===== config.mk =====
export PLATFORM = sky130hd
export DESIGN_NAME = ldst_agu
export DESIGN_NICKNAME = d
export VERILOG_FILES = /design/src/rtl/ldst_agu.sv
export SDC_FILE = /design/constraint.sdc
export NUM_CORES = 1
export LEC_CHECK = 0
export ABC_AREA = 1
export BUFFER_PORTS_ARGS = -buffer_cell sky130_fd_sc_hd__buf_4
export CELL_PAD_IN_SITES_DETAIL_PLACEMENT = 0
export CELL_PAD_IN_SITES_GLOBAL_PLACEMENT = 1
export CORE_AREA = 2 2 174 133
export CTS_BUF_LIST = sky130_fd_sc_hd__clkbuf_8 sky130_fd_sc_hd__clkbuf_16
export CTS_CLUSTER_SIZE = 24
export DETAILED_ROUTE_END_ITERATION = 12
export DIE_AREA = 0 0 176 135
export GPL_TIMING_DRIVEN = 0
export HOLD_SLACK_MARGIN = 0.05
export PLACE_DENSITY = 0.87
export RECOVER_POWER = 100
export SYNTH_ARGS = -nofsm -noshare
export SYNTH_HDL_FRONTEND = slang
export SYNTH_SLANG_ARGS = --single-unit
export TNS_END_PERCENT = 10

===== constraint.sdc =====
create_clock -name clk -period 11.1 [get_ports clk]
set_input_delay 2.22 -clock clk [delete_from_list [all_inputs] [get_ports clk]]
set_output_delay 2.22 -clock clk [all_outputs]
set_load 0.005 [all_outputs]

===== src/rtl/ldst_agu.sv =====
module ldst_agu #(
  parameter int ADDR_W = 32,
  parameter int IMM_W  = 12
) (
  input  logic                      clk,
  input  logic                      rst_n,
  input  logic                      in_valid,
  input  logic                      reg_off,
  input  logic                      pre_idx,
  input  logic                      up,
  input  logic                      byte_sel,
  input  logic                      wb_req,
  input  logic                      is_load,
  input  logic [ADDR_W-1:0]         base,
  input  logic [IMM_W-1:0]          imm_off,
  input  logic [ADDR_W-1:0]         rm_val,
  input  logic [1:0]                shift_kind,
  input  logic [$clog2(ADDR_W)-1:0] shift_amt,
  output logic                      out_valid,
  output logic [ADDR_W-1:0]         mem_addr,
  output logic                      mem_load,
  output logic                      mem_byte,
  output logic                      base_wr_en,
  output logic [ADDR_W-1:0]         base_new
);
  localparam int SH_W = $clog2(ADDR_W);

  logic [ADDR_W-1:0]   shifted, offset, adjusted;
  logic [2*ADDR_W-1:0] rot;
  logic [SH_W-1:0]     amt_unused;

  assign amt_unused = shift_amt;
  assign rot = {rm_val, rm_val} >> shift_amt;

  always_comb begin
    case (shift_kind)
      2'b00:   shifted = rm_val << shift_amt;
      2'b01:   shifted = rm_val >> shift_amt;
      2'b10:   shifted = ADDR_W'($signed(rm_val) >>> shift_amt);
      default: shifted = rot[ADDR_W-1:0];
    endcase
  end

  assign offset   = reg_off ? shifted : {{(ADDR_W-IMM_W){1'b0}}, imm_off};
  assign adjusted = up ? base + offset : base - offset;

  always_ff @(posedge clk) begin
    if (!rst_n) begin
      out_valid  <= 1'b0;
      base_wr_en <= 1'b0;
      mem_addr   <= '0;
      base_new   <= '0;
      mem_load   <= 1'b0;
      mem_byte   <= 1'b0;
    end else begin
      out_valid  <= in_valid;
      base_wr_en <= in_valid & (wb_req | ~pre_idx);
      mem_addr   <= pre_idx ? adjusted : base;
      base_new   <= adjusted;
      mem_load   <= is_load;
      mem_byte   <= byte_sel;
    end
  end

  p_reset_quiet_r1: assert property (@(posedge clk)
    !rst_n |=> !out_valid && !base_wr_en);

  p_pre_same_value_r5: assert property (@(posedge clk) disable iff (!rst_n)
    in_valid && pre_idx |=> base_new == mem_addr && base_wr_en == $past(wb_req));

  p_post_base_addr_r6: assert property (@(posedge clk) disable iff (!rst_n)
    in_valid && !pre_idx |=> mem_addr == $past(base) && base_wr_en);

  p_dir_size_r7: assert property (@(posedge clk) disable iff (!rst_n)
    in_valid |=> mem_load == $past(is_load) && mem_byte == $past(byte_sel));

  p_idle_no_wb_r8: assert property (@(posedge clk) disable iff (!rst_n)
    !in_valid |=> !out_valid && !base_wr_en);

  p_zero_imm_r2: assert property (@(posedge clk) disable iff (!rst_n)
    in_valid && !reg_off && imm_off == '0 |=> base_new == $past(base));

  p_zero_shift_r3: assert property (@(posedge clk) disable iff (!rst_n)
    in_valid && reg_off && shift_amt == '0 && up |=> base_new == $past(base) + $past(rm_val));
endmodule


# After elaboration in Yosys (flattened, before gate mapping)
# Index checks and enable logic that the tools add are counted.
[totals] out_inout_bits=68 regBits=68 elab_cells=22
[op_classes] bitwise_logic=3 n_mux=4 n_eq_ne=2 n_addsub=2 shifts=4 reduce_logical=1
[ops] operator="two-way mux 32 bit" count=3
[ops] operator="case mux 32 bit (3 select lines)" count=1
[ops] operator=">> shifter 64 x 5 -> 32 bit" count=1
[ops] operator="adder 32 bit" count=1
[ops] operator="left shift 32 x 5 -> 32 bit" count=1
[ops] operator=">> shifter 32 x 5 -> 32 bit" count=1
[ops] operator=">>> shifter 32 x 5 -> 32 bit" count=1
[ops] operator="subtractor 32 bit" count=1
[ops] operator="== test 2 x 1 -> 1 bit, second input constant" count=1
[ops] operator="== test 2 bit, second input constant" count=1
[ops] operator="zero test 2 bit" count=1
[ops] operator="AND 1 bit" count=1
[ops] operator="NOT 1 bit" count=1
[ops] operator="bitwise OR 1 bit" count=1

# Logic depth before layout (Yosys ltp)
# Gate-level depths: netlist of run 1.
[logic_depth] word_depth=6 ltp_mapped=40 ltp_nobuf=39

# Worst setup path after synthesis of run 1
# OpenSTA, ideal clock, no wires.
[synth_path] path_kind="in2reg" from="in shift_amt[0]" to="reg mem_addr[28]" setup_slack_ns=5.209 path_stages=31 t_arrival_ns=5.836 path_buffers=2 path_cell_list="buf_6 buf_6 nand2_1 nand3_2 nand3_2 nand2_1 nand2_1 nand2_1 nand2_1 nand3_1 a22oi_2 ha_1 inv_1 nor2_1 nand2_1 inv_2 nand2_2 inv_2 nand2_2 o21ai_2 xor2_1 ha_1 a31oi_1 o21ai_0 a221oi_1 a21oi_1 or2_2 or2_2 nand3_1 nand2_1 inv_1"
[synth_via] elab_chain_cells=6 word_cells_on_any_way=10 classes_between="2 x add/sub; 4 x shift; 4 x mux"
[synth_rtl] item="start, declared" line="18" text="input logic [$clog2(ADDR_W)-1:0] shift_amt,"
[synth_rtl] item=">> shifter 64 x 5 -> 32 bit, or another cell as far along" line="33" text="assign rot = {rm_val, rm_val} >> shift_amt;"
[synth_rtl] item="case mux 32 bit (3 select lines) *" line="36" text="case (shift_kind)"
[synth_rtl] item="two-way mux 32 bit *" line="44" text="assign offset = reg_off ? shifted : {{(ADDR_W-IMM_W){1'b0}}, imm_off};"
[synth_rtl] item="subtractor 32 bit or adder 32 bit (tied branches)" line="45" text="assign adjusted = up ? base + offset : base - offset;"
[synth_rtl] item="two-way mux 32 bit *" line="45"
[synth_rtl] item="two-way mux 32 bit *" line="58" text="mem_addr <= pre_idx ? adjusted : base;"
[synth_rtl] item="end signal, assigned" line="58"
[synth_rtl] item="end, declared" line="20" text="output logic [ADDR_W-1:0] mem_addr,"
# Mark *: on every way between the ends. The rest lies on a longest branch, timed or not.
# A chain may end at the register's enable or synchronous reset.

# Worst setup path after layout of run 1
[layout_path] from="in shift_amt[2]" to="reg mem_addr[25]"
# Same word-level chain as after synthesis.

==> impl_results.rst, run 1 <==
.. list-table::
   :header-rows: 1

   * - Metric
     - Value
   * - Maximum level of the CTS H-tree
     - 3
   * - Max Clock Freq
     - 129 MHz
   * - Total CTS buffers
     - 9
   * - Number of vias in the routed layout
     - 12,400
   * - Average cell area after synthesis
     - 5.71 sq um
   * - Sort of element at the start of the critical path
     - input pin
   * - Final #Nets
     - 1,927
   * - Final hold violation count
     - 0
   * - Die Ht
     - 135 um
   * - Final non-filler cell total
     - 2,102
   * - Library cell appearing most often on the critical path
     - nand2_1
   * - Number of placed instances with taps included
     - 2,085
   * - Max-capacitance violation count
     - 0
   * - Unrepaired setup endpoints after global routing
     - no
   * - Switching power
     - 594 uW
   * - Final slew viol count
     - 0
   * - Worst ir drop on vdd
     - 91.0 uV
   * - Slowest CP cell
     - clkbuf_1
   * - Grt total ovfl
     - 0
   * - Hold Path Depth
     - 3
   * - Highest cell delay on the worst timing path
     - 700 ps
   * - Part of the power in registers
     - 0.227
   * - Worst slew margin relative to its limit
     - 0.265
   * - HPWL reported at the end of detailed placement
     - 39,300 um
   * - Pwr dens
     - 119 nW/um^2
   * - Routed wire length
     - 46,500 um
   * - Wire length of the first global-routing pass
     - 68,600 um
   * - P&R area growth vs syn
     - 19.4%
   * - Syn Nets
     - 1,763
   * - Prevailing post-synth register cell
     - dfxtp_1
   * - Mapped Area
     - 9350 sq um
   * - Die width
     - 176 um
   * - Sequential share of the synthesized area
     - 0.146
   * - Effective utilization at floorplan
     - 0.426
   * - Critical path capture point type
     - register
   * - Total Routing Usage GR
     - 0.387
   * - Shortest period the worst path allows
     - 7720 ps
   * - Layout cell share with drive strength beyond 1
     - 0.180
   * - Buffers inserted by post-CTS timing repair
     - 0
   * - Top Ports
     - 160
   * - Initial antenna violation count
     - 2
   * - Area taken by multi-input logic gates
     - 7060 sq um
   * - Clock net sink count
     - 68
   * - Pleak
     - 0.00592 uW
   * - Arrival time at the worst endpoint
     - 7960 ps
   * - Quantity of gates resized following cts
     - 0
   * - Switching part of the total power
     - 0.446
   * - Fill cells
     - 2,370
   * - Clock-pin transition on the worst setup and hold timing paths
     - 60 ps
   * - Pin count of the biggest net entering global routing
     - 13
   * - Commonest cells after routing, fill and taps aside
     - nand2_1, nand3_1, nor2_1
   * - Result of the run
     - completed
   * - Leading cell type in the layout, fill and taps excluded
     - nand2_1
   * - FF+latch count, synth
     - 68
   * - Number of hold buffers added after cts
     - 0
   * - Detail-routed via count per cell
     - 5.91
   * - Tightest Pin Transition
     - 1100 ps
   * - Floorplan die area
     - 23,800 sq um
   * - Final Power
     - 1330 uW
   * - Post-synthesis cell count
     - 1,638
   * - Max FO, Critical Path
     - 10
   * - Number of iterations in the first detailed-routing pass
     - 6
   * - Drt initial violations
     - 1,913
   * - Number of library cell types mapped by synthesis
     - 51
   * - Share of flip-flops with an asynchronous set or reset after synthesis
     - 0
   * - Final routed DRC violation total
     - 0
   * - Routed length per placed instance
     - 22.1 um
   * - Final total negative setup slack
     - 0 ps
   * - Weighted congestion reported at the end of routability-driven placement
     - 1.10
   * - Number of buffers inserted by port buffering
     - 153
   * - Worst EP required
     - 11,340 ps
   * - FF/Latch Area
     - 1360 sq um
   * - Total of warnings raised by yosys
     - 0
   * - Site row count
     - 47
   * - Clock tree from TritonCTS
     - done
   * - Crit Path Class
     - in2reg
   * - Setup-failing EPs final
     - 0
   * - Count of flip-flops with a built-in enable after synthesis
     - 0
   * - Number of global-route vias before repair
     - 11,200
   * - Gate power share
     - 0.549
   * - Clock tree root buffer cell
     - clkbuf_16
   * - Hold crit path type
     - in2reg
   * - Power Internal
     - 739 uW
   * - Final Cycle Share
     - 0.696
   * - Part of the power in the clock network
     - 0.224
   * - Core Region
     - 21,900 sq um
   * - Final antenna-violating net count
     - 0
   * - Clk buf depth
     - 2
-- power by group through the flow --
stage	Combinational (uW)	Sequential, uW	Clock (uW)
after floorplan	444	314	0
final	732	302	299
after detailed placement	707	308	0
after CTS	711	303	301
after global routing	796	306	312
after global placement	703	308	0
-- final timing paths --
kind / startpoint / slack, ps / endpoint
worst min-delay path: byte_sel / 2060 / mem_byte$_SDFF_PN0_
worst max-delay path: shift_amt[2] / 3380 / mem_addr[25]$_SDFF_PN0_
-- layout make-up --
cell class / count / share of cell area
inverters: 112 / 0.0383
repair buffers: 153 / 0.103
multi-input cells: 1376 / 0.632
well taps: 294 / 0.0330
clock buffers: 11 / 0.0226
flip-flops and latches: 68 / 0.122
diodes: 1 / 0.000224
clock inverters: 5 / 0.00538
plain buffers: 82 / 0.0438
-- kinds of logic after synthesis --
logic type | count (synthesis) | synth area share
xor+xnor | 49 | 0.0459
fa+ha+maj | 33 | 0.0450
compound gates | 157 | 0.0989
simple gates | 1137 | 0.566
flops | 68 | 0.146
buf+inv | 194 | 0.0982
-- flip-flops by register name, summed over array words and instances (netlist names) --
register / count
base_new: 32
mem_addr: 32
base_wr_en: 1
mem_byte: 1
mem_load: 1
out_valid: 1
-- cell usage after synthesis (all sizes together), types with 3 or more instances --
cell type,instances,area (sq um)
dfxtp,68,1360
or2,5,31.3
ha,32,400
a31oi,4,25.0
xor2,26,228
a21oi,66,330
nor4,3,18.8
xnor2,23,201
nand4,11,68.8
clkbuf,24,90.1
o211ai,26,195
nand2,565,2310
nor2,148,631
inv,109,417
buf,58,400
nor3,6,30.0
o21ai,43,230
nand3,396,2190
o21bai,3,22.5
a21o,6,45.0
clkinv,3,11.3
-- stage by stage --
step	hold slack (ps)	setup WS [ps]	utilization	instance area, sq um
floorplan	2320	5210	-	9350
global placement	2410	4000	0.495	10900
detailed placement	2410	4020	0.495	10900
CTS	2060	4290	0.510	11200
global route	2080	3170	0.509	11200
finish	2060	3380	0.509	11200
-- worst max-delay path: cells and delay by family --
kind / cells / cell delay, ps
compound gates: 7 / 2090
simple gates: 13 / 1690
xor+xnor: 1 / 150
fa+ha+maj: 1 / 340
buf+inv: 7 / 1440
-- layer usage --
layer  share of wire  global-route usage  up-vias
met5               0                   0        -
met4           0.011              0.0487        0
met3            0.18               0.196       63
met2            0.35               0.489      873
met1            0.46               0.582     5736
li1                -                   -     5753
No activity file was read; power rests on OpenSTA's default activity.
==> run 2, diff against run 1 <==
--- a/config.mk
+++ b/config.mk
@@ -9,14 +9,14 @@
 export BUFFER_PORTS_ARGS = -buffer_cell sky130_fd_sc_hd__buf_4
 export CELL_PAD_IN_SITES_DETAIL_PLACEMENT = 0
 export CELL_PAD_IN_SITES_GLOBAL_PLACEMENT = 1
-export CORE_AREA = 2 2 174 133
+export CORE_AREA = 2 2 180 138
 export CTS_BUF_LIST = sky130_fd_sc_hd__clkbuf_8 sky130_fd_sc_hd__clkbuf_16
 export CTS_CLUSTER_SIZE = 24
 export DETAILED_ROUTE_END_ITERATION = 12
-export DIE_AREA = 0 0 176 135
+export DIE_AREA = 0 0 182 140
 export GPL_TIMING_DRIVEN = 0
 export HOLD_SLACK_MARGIN = 0.05
-export PLACE_DENSITY = 0.87
+export PLACE_DENSITY = 0.82
 export RECOVER_POWER = 100
 export SYNTH_ARGS = -nofsm -noshare
 export SYNTH_HDL_FRONTEND = slang
==> constraint.sdc (replaced) <==
create_clock -name clk -period 7.2 [get_ports clk]
set_input_delay 1.44 -clock clk [delete_from_list [all_inputs] [get_ports clk]]
set_output_delay 1.44 -clock clk [all_outputs]
set_load 0.005 [all_outputs]
==> run 2 against run 1 <==
- hold slack worse by 770 ps
- non-clock buffer count did not move
- utilization decreased by 3.7 points
- flip-flop and latch count unchanged
- combinational power is 54% higher
- via count rose by 0.71%
- critical endpoint is now mem_addr[30]$_SDFF_PN0_
- clock power increased by 53%
- first-iteration DRC count shrank 6.4%
==> impl_results.rst, run 2 (synthesis gave the netlist of run 1 again) <==
.. list-table::
   :header-rows: 1

   * - Metric
     - Value
   * - Die width
     - 182 um (was 176 um)
   * - Clock tree root buffer cell
     - clkbuf_16 (unchanged)
   * - Met2 wire length
     - 16,400 um (was 16,500 um)
   * - Registers with the highest flip-flop counts
     - base_new: 32 flops, mem_addr: 32 flops (unchanged)
   * - Amount of wire on met3 after detailed routing
     - 8400 um (was 8240 um)
   * - Clock net sink count
     - 68 (unchanged)
   * - Pwr dens
     - 184 nW/um^2 (was 119 nW/um^2)
   * - Tightest Pin Transition
     - 1030 ps (was 1100 ps)
   * - Total CTS buffers
     - 9 (unchanged)
   * - Site row count
     - 49 (was 47)
   * - Final Cycle Share
     - 0.908
   * - DRT met1 WL
     - 22,300 um (was 21,300 um)
   * - Effective utilization at floorplan
     - 0.395 (was 0.426)
   * - Detail-routed via count per cell
     - 5.92 (was 5.91)
   * - Max-capacitance violation count
     - 0 (unchanged)
   * - Final slew viol count
     - 0 (unchanged)
   * - Pin count of the biggest net entering global routing
     - 12 (was 13)
   * - Pleak
     - 0.00590 uW (was 0.00592 uW)
   * - Wire length of the first global-routing pass
     - 69,200 um (was 68,600 um)
   * - Total Routing Usage GR
     - 0.366 (was 0.387)
   * - Hold crit path type
     - in2reg (unchanged)
   * - Slowest CP cell
     - clkbuf_1 (unchanged)
   * - Worst EP required
     - 7420 ps (was 11,340 ps)
   * - Highest cell delay on the worst timing path
     - 640 ps (was 700 ps)
   * - Clk buf depth
     - 2 (unchanged)
   * - Grt total ovfl
     - 0 (unchanged)
   * - Core Region
     - 23,700 sq um (was 21,900 sq um)
   * - Layout cell share with drive strength beyond 1
     - 0.179 (was 0.180)
   * - Max Clock Freq
     - 153 MHz
   * - Number of buffer and inverter instances along the worst setup path
     - 7 (unchanged)
   * - Weighted congestion reported at the end of routability-driven placement
     - 1.11 (was 1.10)
   * - Result of the run
     - completed (unchanged)
   * - Leading cell type in the layout, fill and taps excluded
     - nand2_1 (unchanged)
   * - Final Power
     - 2060 uW (was 1330 uW)
   * - Sort of element at the start of the critical path
     - input pin (unchanged)
   * - Shortest period the worst path allows
     - 6530 ps
   * - Uppermost layer routed
     - met4 (unchanged)
   * - Final routed DRC violation total
     - 0 (unchanged)
   * - Clock tree from TritonCTS
     - done (unchanged)
   * - Routed wire length
     - 47,600 um (was 46,500 um)
   * - Quantity of gates resized following cts
     - 0 (unchanged)
   * - Final total negative setup slack
     - 0 ps (unchanged)
   * - Unrepaired setup endpoints after global routing
     - no (unchanged)
   * - Arrival time at the worst endpoint
     - 6760 ps (was 7960 ps)
   * - Number of buffers inserted by port buffering
     - 153 (unchanged)
   * - Final hold violation count
     - 0 (unchanged)
   * - HPWL reported at the end of detailed placement
     - 40,400 um (was 39,300 um)
   * - Initial antenna violation count
     - 0 (was 2)
   * - Commonest cells after routing, fill and taps aside
     - nand2_1, nand3_1, nor2_1 (unchanged)
   * - P&R area growth vs syn
     - 19.5% (was 19.4%)
   * - Crit Path Class
     - in2reg (unchanged)
   * - Maximum level of the CTS H-tree
     - 3 (unchanged)
   * - Crit path max-delay family
     - compound AO/OA/AOI/OAI gates (unchanged)
   * - Number of vias in the routed layout
     - 12,500 (was 12,400)
   * - Routed length per placed instance
     - 22.5 um (was 22.1 um)
   * - Critical path capture point type
     - register (unchanged)
   * - Buffers inserted by post-CTS timing repair
     - 0 (unchanged)
   * - Worst slew margin relative to its limit
     - 0.310 (was 0.265)
   * - Worst ir drop on vdd
     - 138 uV (was 91.0 uV)
   * - Max FO, Critical Path
     - 10 (unchanged)
   * - Clock-pin transition on the worst setup and hold timing paths
     - 50 ps (was 60 ps)
   * - Number of iterations in the first detailed-routing pass
     - 6 (unchanged)
   * - Die Ht
     - 140 um (was 135 um)
   * - Library cell appearing most often on the critical path
     - nand2_1 (unchanged)
   * - Number of global-route vias before repair
     - 11,200 (about the same)
   * - Final antenna-violating net count
     - 0 (unchanged)
   * - Top Ports
     - 160 (unchanged)
   * - Inserted Diodes
     - 0 (was 1)
   * - Final #Nets
     - 1,927 (unchanged)
   * - Number of hold buffers added after cts
     - 0 (unchanged)
   * - Floorplan die area
     - 25,500 sq um (was 23,800 sq um)
   * - Setup-failing EPs final
     - 0 (unchanged)
   * - Drt initial violations
     - 1,791 (was 1,913)
-- run 2: changes by cell type in the layout (fill, tap and decap cells not counted), sizes merged --
cell	delta
clkinv	-3
clkbuf	+1
clkinvlp	+1
diode	-1
-- run 2: where the power goes --
group	internal (uW)	switching (uW)	total, uW	leakage [uW]
combinational	401	730	1130	0.00519
clock	294	163	457	0.000147
sequential	448	18.8	467	0.000567
total	1140	912	2060	0.00590
-- run 2: worst paths after layout --
path | depth (start not counted) | startpoint | slack, ps | end
worst min-delay path | 3 | byte_sel | 1290 | mem_byte$_SDFF_PN0_
worst max-delay path | 28 | shift_amt[2] | 670 | mem_addr[30]$_SDFF_PN0_
-- run 2: area by class of cell --
type,count,area (sq um)
sequential,68,1360
buffer,82,489
multi-input combinational,1376,7060
clock buffer,12,267
inverter,112,428
timing repair buffer,153,1130
tap,306,383
clock inverter,3,45.0
fill,2638,12500
-- run 2: per-layer routing --
layer  global-route usage  vias up
li1                     -     5776
met1                0.559     5851
met3                0.200       58
met4               0.0416        0
met5                    0        -
met2                0.440      828
-- run 2: stage by stage --
step,worst slack (ps),cell area [sq um],hold slack [ps],cells,utilization
global placement,908,10900,1630,2097,0.460
global route,357,11200,1290,2112,0.472
finish,666,11200,1290,2112,0.472
floorplan,2090,9350,1540,1638,-
detailed placement,930,10900,1630,2097,0.460
CTS,1250,11200,1280,2112,0.473
==> run 3, diff against run 2 <==
--- a/config.mk
+++ b/config.mk
@@ -14,7 +14,6 @@
 export CTS_CLUSTER_SIZE = 24
 export DETAILED_ROUTE_END_ITERATION = 12
 export DIE_AREA = 0 0 182 140
-export GPL_TIMING_DRIVEN = 0
 export HOLD_SLACK_MARGIN = 0.05
 export PLACE_DENSITY = 0.82
 export RECOVER_POWER = 100
==> constraint.sdc (replaced) <==
create_clock -name clk -period 7.2 [get_ports clk]
set_input_delay 0.72 -clock clk [delete_from_list [all_inputs] [get_ports clk]]
set_output_delay 0.72 -clock clk [all_outputs]
set_load 0.005 [all_outputs]
==> run 3 against run 2 <==
- the flow now finishes with violations (capacitance limit, slew limit)
- worst setup slack better by 460 ps
- maximum frequency rose by 7.6%
- final cell count decreased by 2.7%
- via count decreased by 7.1%
- flip-flop and latch count unchanged
- combinational power shrank 4%
- first-iteration DRC count fell by 12%
- sequential share of layout area increased by 0.36 points
- die area stayed put
- global-route usage decreased by 3.6 points
- critical path depth rose by 1
- clock power is 5.9% lower
- largest cell class unchanged
==> impl_results.rst, run 3 (synthesis gave the netlist of run 1 again) <==
.. list-table::
   :header-rows: 1

   * - Metric
     - Value
   * - Result of the run
     - finished, violations left (was completed)
   * - Violations in the final reports
     - capacitance limit, slew limit
   * - Worst ir drop on vdd
     - 161 uV (was 138 uV)
   * - Floorplan die area
     - 25,500 sq um (unchanged)
   * - Final hold slack
     - 575 ps (was 1290 ps)
   * - Critical path capture point type
     - register (unchanged)
   * - Final total negative setup slack
     - 0 ps (unchanged)
   * - Layout cell share with drive strength beyond 1
     - 0.170 (was 0.179)
   * - Part of the power in registers
     - 0.235 (was 0.227)
   * - Die width
     - 182 um (unchanged)
   * - Unrepaired setup endpoints after global routing
     - no (unchanged)
   * - Final routed DRC violation total
     - 0 (unchanged)
   * - Crit path max-delay family
     - compound AO/OA/AOI/OAI gates (unchanged)
   * - Number of vias in the routed layout
     - 11,600 (was 12,500)
   * - Shortest period the worst path allows
     - 6080 ps (was 6530 ps)
   * - Buffers inserted by post-CTS timing repair
     - 0 (unchanged)
   * - Final #Nets
     - 1,869 (was 1,927)
   * - Clock-pin transition on the worst setup and hold timing paths
     - 60 ps (was 50 ps)
   * - Area taken by multi-input logic gates
     - 7050 sq um (was 7060 sq um)
   * - Hold crit path type
     - in2reg (unchanged)
   * - HPWL reported at the end of detailed placement
     - 35,100 um (was 40,400 um)
   * - Clock net sink count
     - 68 (unchanged)
   * - Total Routing Usage GR
     - 0.329 (was 0.366)
   * - Arrival time at the worst endpoint
     - 6300 ps (was 6760 ps)
   * - Registers with the highest flip-flop counts
     - base_new: 32 flops, mem_addr: 32 flops (unchanged)
   * - Clock tree from TritonCTS
     - done (unchanged)
   * - Max Clock Freq
     - 165 MHz (was 153 MHz)
   * - Drt initial violations
     - 1,585 (was 1,791)
   * - Grt total ovfl
     - 0 (unchanged)
   * - Clk buf depth
     - 2 (unchanged)
   * - Top Ports
     - 160 (unchanged)
   * - Inserted Diodes
     - 0 (unchanged)
   * - Final non-filler cell total
     - 2,055 (was 2,112)
   * - Site row count
     - 49 (unchanged)
   * - Total CTS buffers
     - 9 (unchanged)
   * - Quantity of gates resized following cts
     - 0 (unchanged)
   * - Source of the critical timing path
     - shift_amt[0] (was shift_amt[2])
   * - Post-route cell area
     - 10,900 sq um (was 11,200 sq um)
   * - Weighted congestion reported at the end of routability-driven placement
     - 1.04 (was 1.11)
   * - Pwr dens
     - 183 nW/um^2 (was 184 nW/um^2)
   * - Core Region
     - 23,700 sq um (unchanged)
   * - Effective utilization at floorplan
     - 0.395 (unchanged)
   * - Worst EP required
     - 7430 ps (was 7420 ps)
   * - Number of buffers inserted by port buffering
     - 159 (was 153)
   * - Highest cell delay on the worst timing path
     - 490 ps (was 640 ps)
   * - Number of iterations in the first detailed-routing pass
     - 8 (was 6)
   * - Max FO, Critical Path
     - 33 (was 10)
   * - Initial antenna violation count
     - 0 (unchanged)
   * - Sort of element at the start of the critical path
     - input pin (unchanged)
   * - Fill cells
     - 2,575 (was 2,638)
   * - Worst slew margin relative to its limit
     - -0.0413 (was 0.310)
   * - Final hold violation count
     - 0 (unchanged)
   * - Pleak
     - 0.00575 uW (was 0.00590 uW)
   * - Setup-failing EPs final
     - 0 (unchanged)
   * - Final antenna-violating net count
     - 0 (unchanged)
   * - Number of global-route vias before repair
     - 10,600 (was 11,200)
   * - Worst Hold Launch
     - is_load (was byte_sel)
   * - Switching power
     - 880 uW (was 912 uW)
   * - Final Cycle Share
     - 0.844 (was 0.908)
   * - Switching part of the total power
     - 0.443 (was 0.444)
   * - Dpl ws
     - 1450 ps (was 930 ps)
   * - Number of placed instances with taps included
     - 2,039 (was 2,097)
   * - Number of buffer and inverter instances along the worst setup path
     - 5 (was 7)
   * - Clock tree root buffer cell
     - clkbuf_16 (unchanged)
   * - Crit Path Class
     - in2reg (unchanged)
   * - Pin count of the biggest net entering global routing
     - 67 (was 12)
   * - Die Ht
     - 140 um (unchanged)
   * - Wire length of the first global-routing pass
     - 64,000 um (was 69,200 um)
   * - Leading cell type in the layout, fill and taps excluded
     - nand2_1 (unchanged)
   * - Commonest cells after routing, fill and taps aside
     - nand2_1, nand3_1, nor2_1 (unchanged)
   * - Slowest CP cell
     - o21ai_0 (was clkbuf_1)
   * - Final slew viol count
     - 33 (was 0)
   * - FF/Latch Area
     - 1360 sq um (unchanged)
   * - Detail-routed via count per cell
     - 5.66 (was 5.92)
   * - Max-capacitance violation count
     - 1 (was 0)
   * - Area of placed instances
     - 10,600 sq um (was 10,900 sq um)
   * - Part of the power in the clock network
     - 0.217 (was 0.222)
   * - Gate power share
     - 0.549 (was 0.550)
   * - Maximum level of the CTS H-tree
     - 3 (unchanged)
   * - Tightest Pin Transition
     - 1560 ps (was 1030 ps)
   * - Number of hold buffers added after cts
     - 0 (unchanged)
   * - Library cell appearing most often on the critical path
     - nand2_1 (unchanged)
   * - Routed wire length
     - 42,600 um (was 47,600 um)
   * - Power Internal
     - 1110 uW (was 1140 uW)
   * - Final worst slack
     - 1120 ps (was 666 ps)
   * - P&R area growth vs syn
     - 16.1% (was 19.5%)
   * - Routed length per placed instance
     - 20.7 um (was 22.5 um)
==> run 3: cell count changes in the layout (fill, tap and decap cells not counted), moves of 2 or more <==
cell and delta:
buf_1 -7, buf_2 -29, buf_4 +17, buf_6 -12, clkbuf_1 -28, clkbuf_4 +2, clkbuf_8 -3, clkinv_2 +2
nand2_1 +2, nand2_2 -2, o21ai_0 +3, o21ai_1 -2
==> run 3: metal layers <==
| layer | track usage | up-vias | wire, um |
|---|---|---|---|
| met3 | 0.148 | 51 | 5920 |
| met5 | 0 | - | 0 |
| li1 | - | 5631 | - |
| met2 | 0.421 | 577 | 15600 |
| met4 | 0.0535 | 0 | 713 |
| met1 | 0.498 | 5369 | 20400 |
==> run 3: cell type report <==
class | instances | area share
timing repair buffer | 177 | 0.123
tap | 306 | 0.0353
sequential | 68 | 0.125
inverter | 112 | 0.0394
clock inverter | 7 | 0.00623
clock buffer | 9 | 0.0208
multi-input combinational | 1376 | 0.650
==> run 3: final timing paths <==
path / slack [ps] / end / depth (start not counted)
max: 1120 / mem_addr[25]$_SDFF_PN0_ / 29
min: 580 / mem_load$_SDFF_PN0_ / 3
==> run 3: power groups by stage <==
stage / registers [uW] / logic [uW] / clock network, uW
after detailed placement: 476 / 1070 / 0
after global routing: 474 / 1200 / 459
final: 467 / 1090 / 430
after CTS: 469 / 1080 / 437
after global placement: 476 / 1080 / 0
after floorplan: 484 / 685 / 0
==> run 3: stage by stage <==
stage               utilization  power [uW]
finish                    0.459        1990
global route              0.459        2140
CTS                       0.460        1980
detailed placement        0.447        1550
global placement          0.447        1550
floorplan                     -        1170
==> run 3: worst min-delay path: cells and delay by family <==
| family | cells | cell delay, ps |
|---|---|---|
| buf+inv | 2 | 120 |
| simple gates | 1 | 40 |
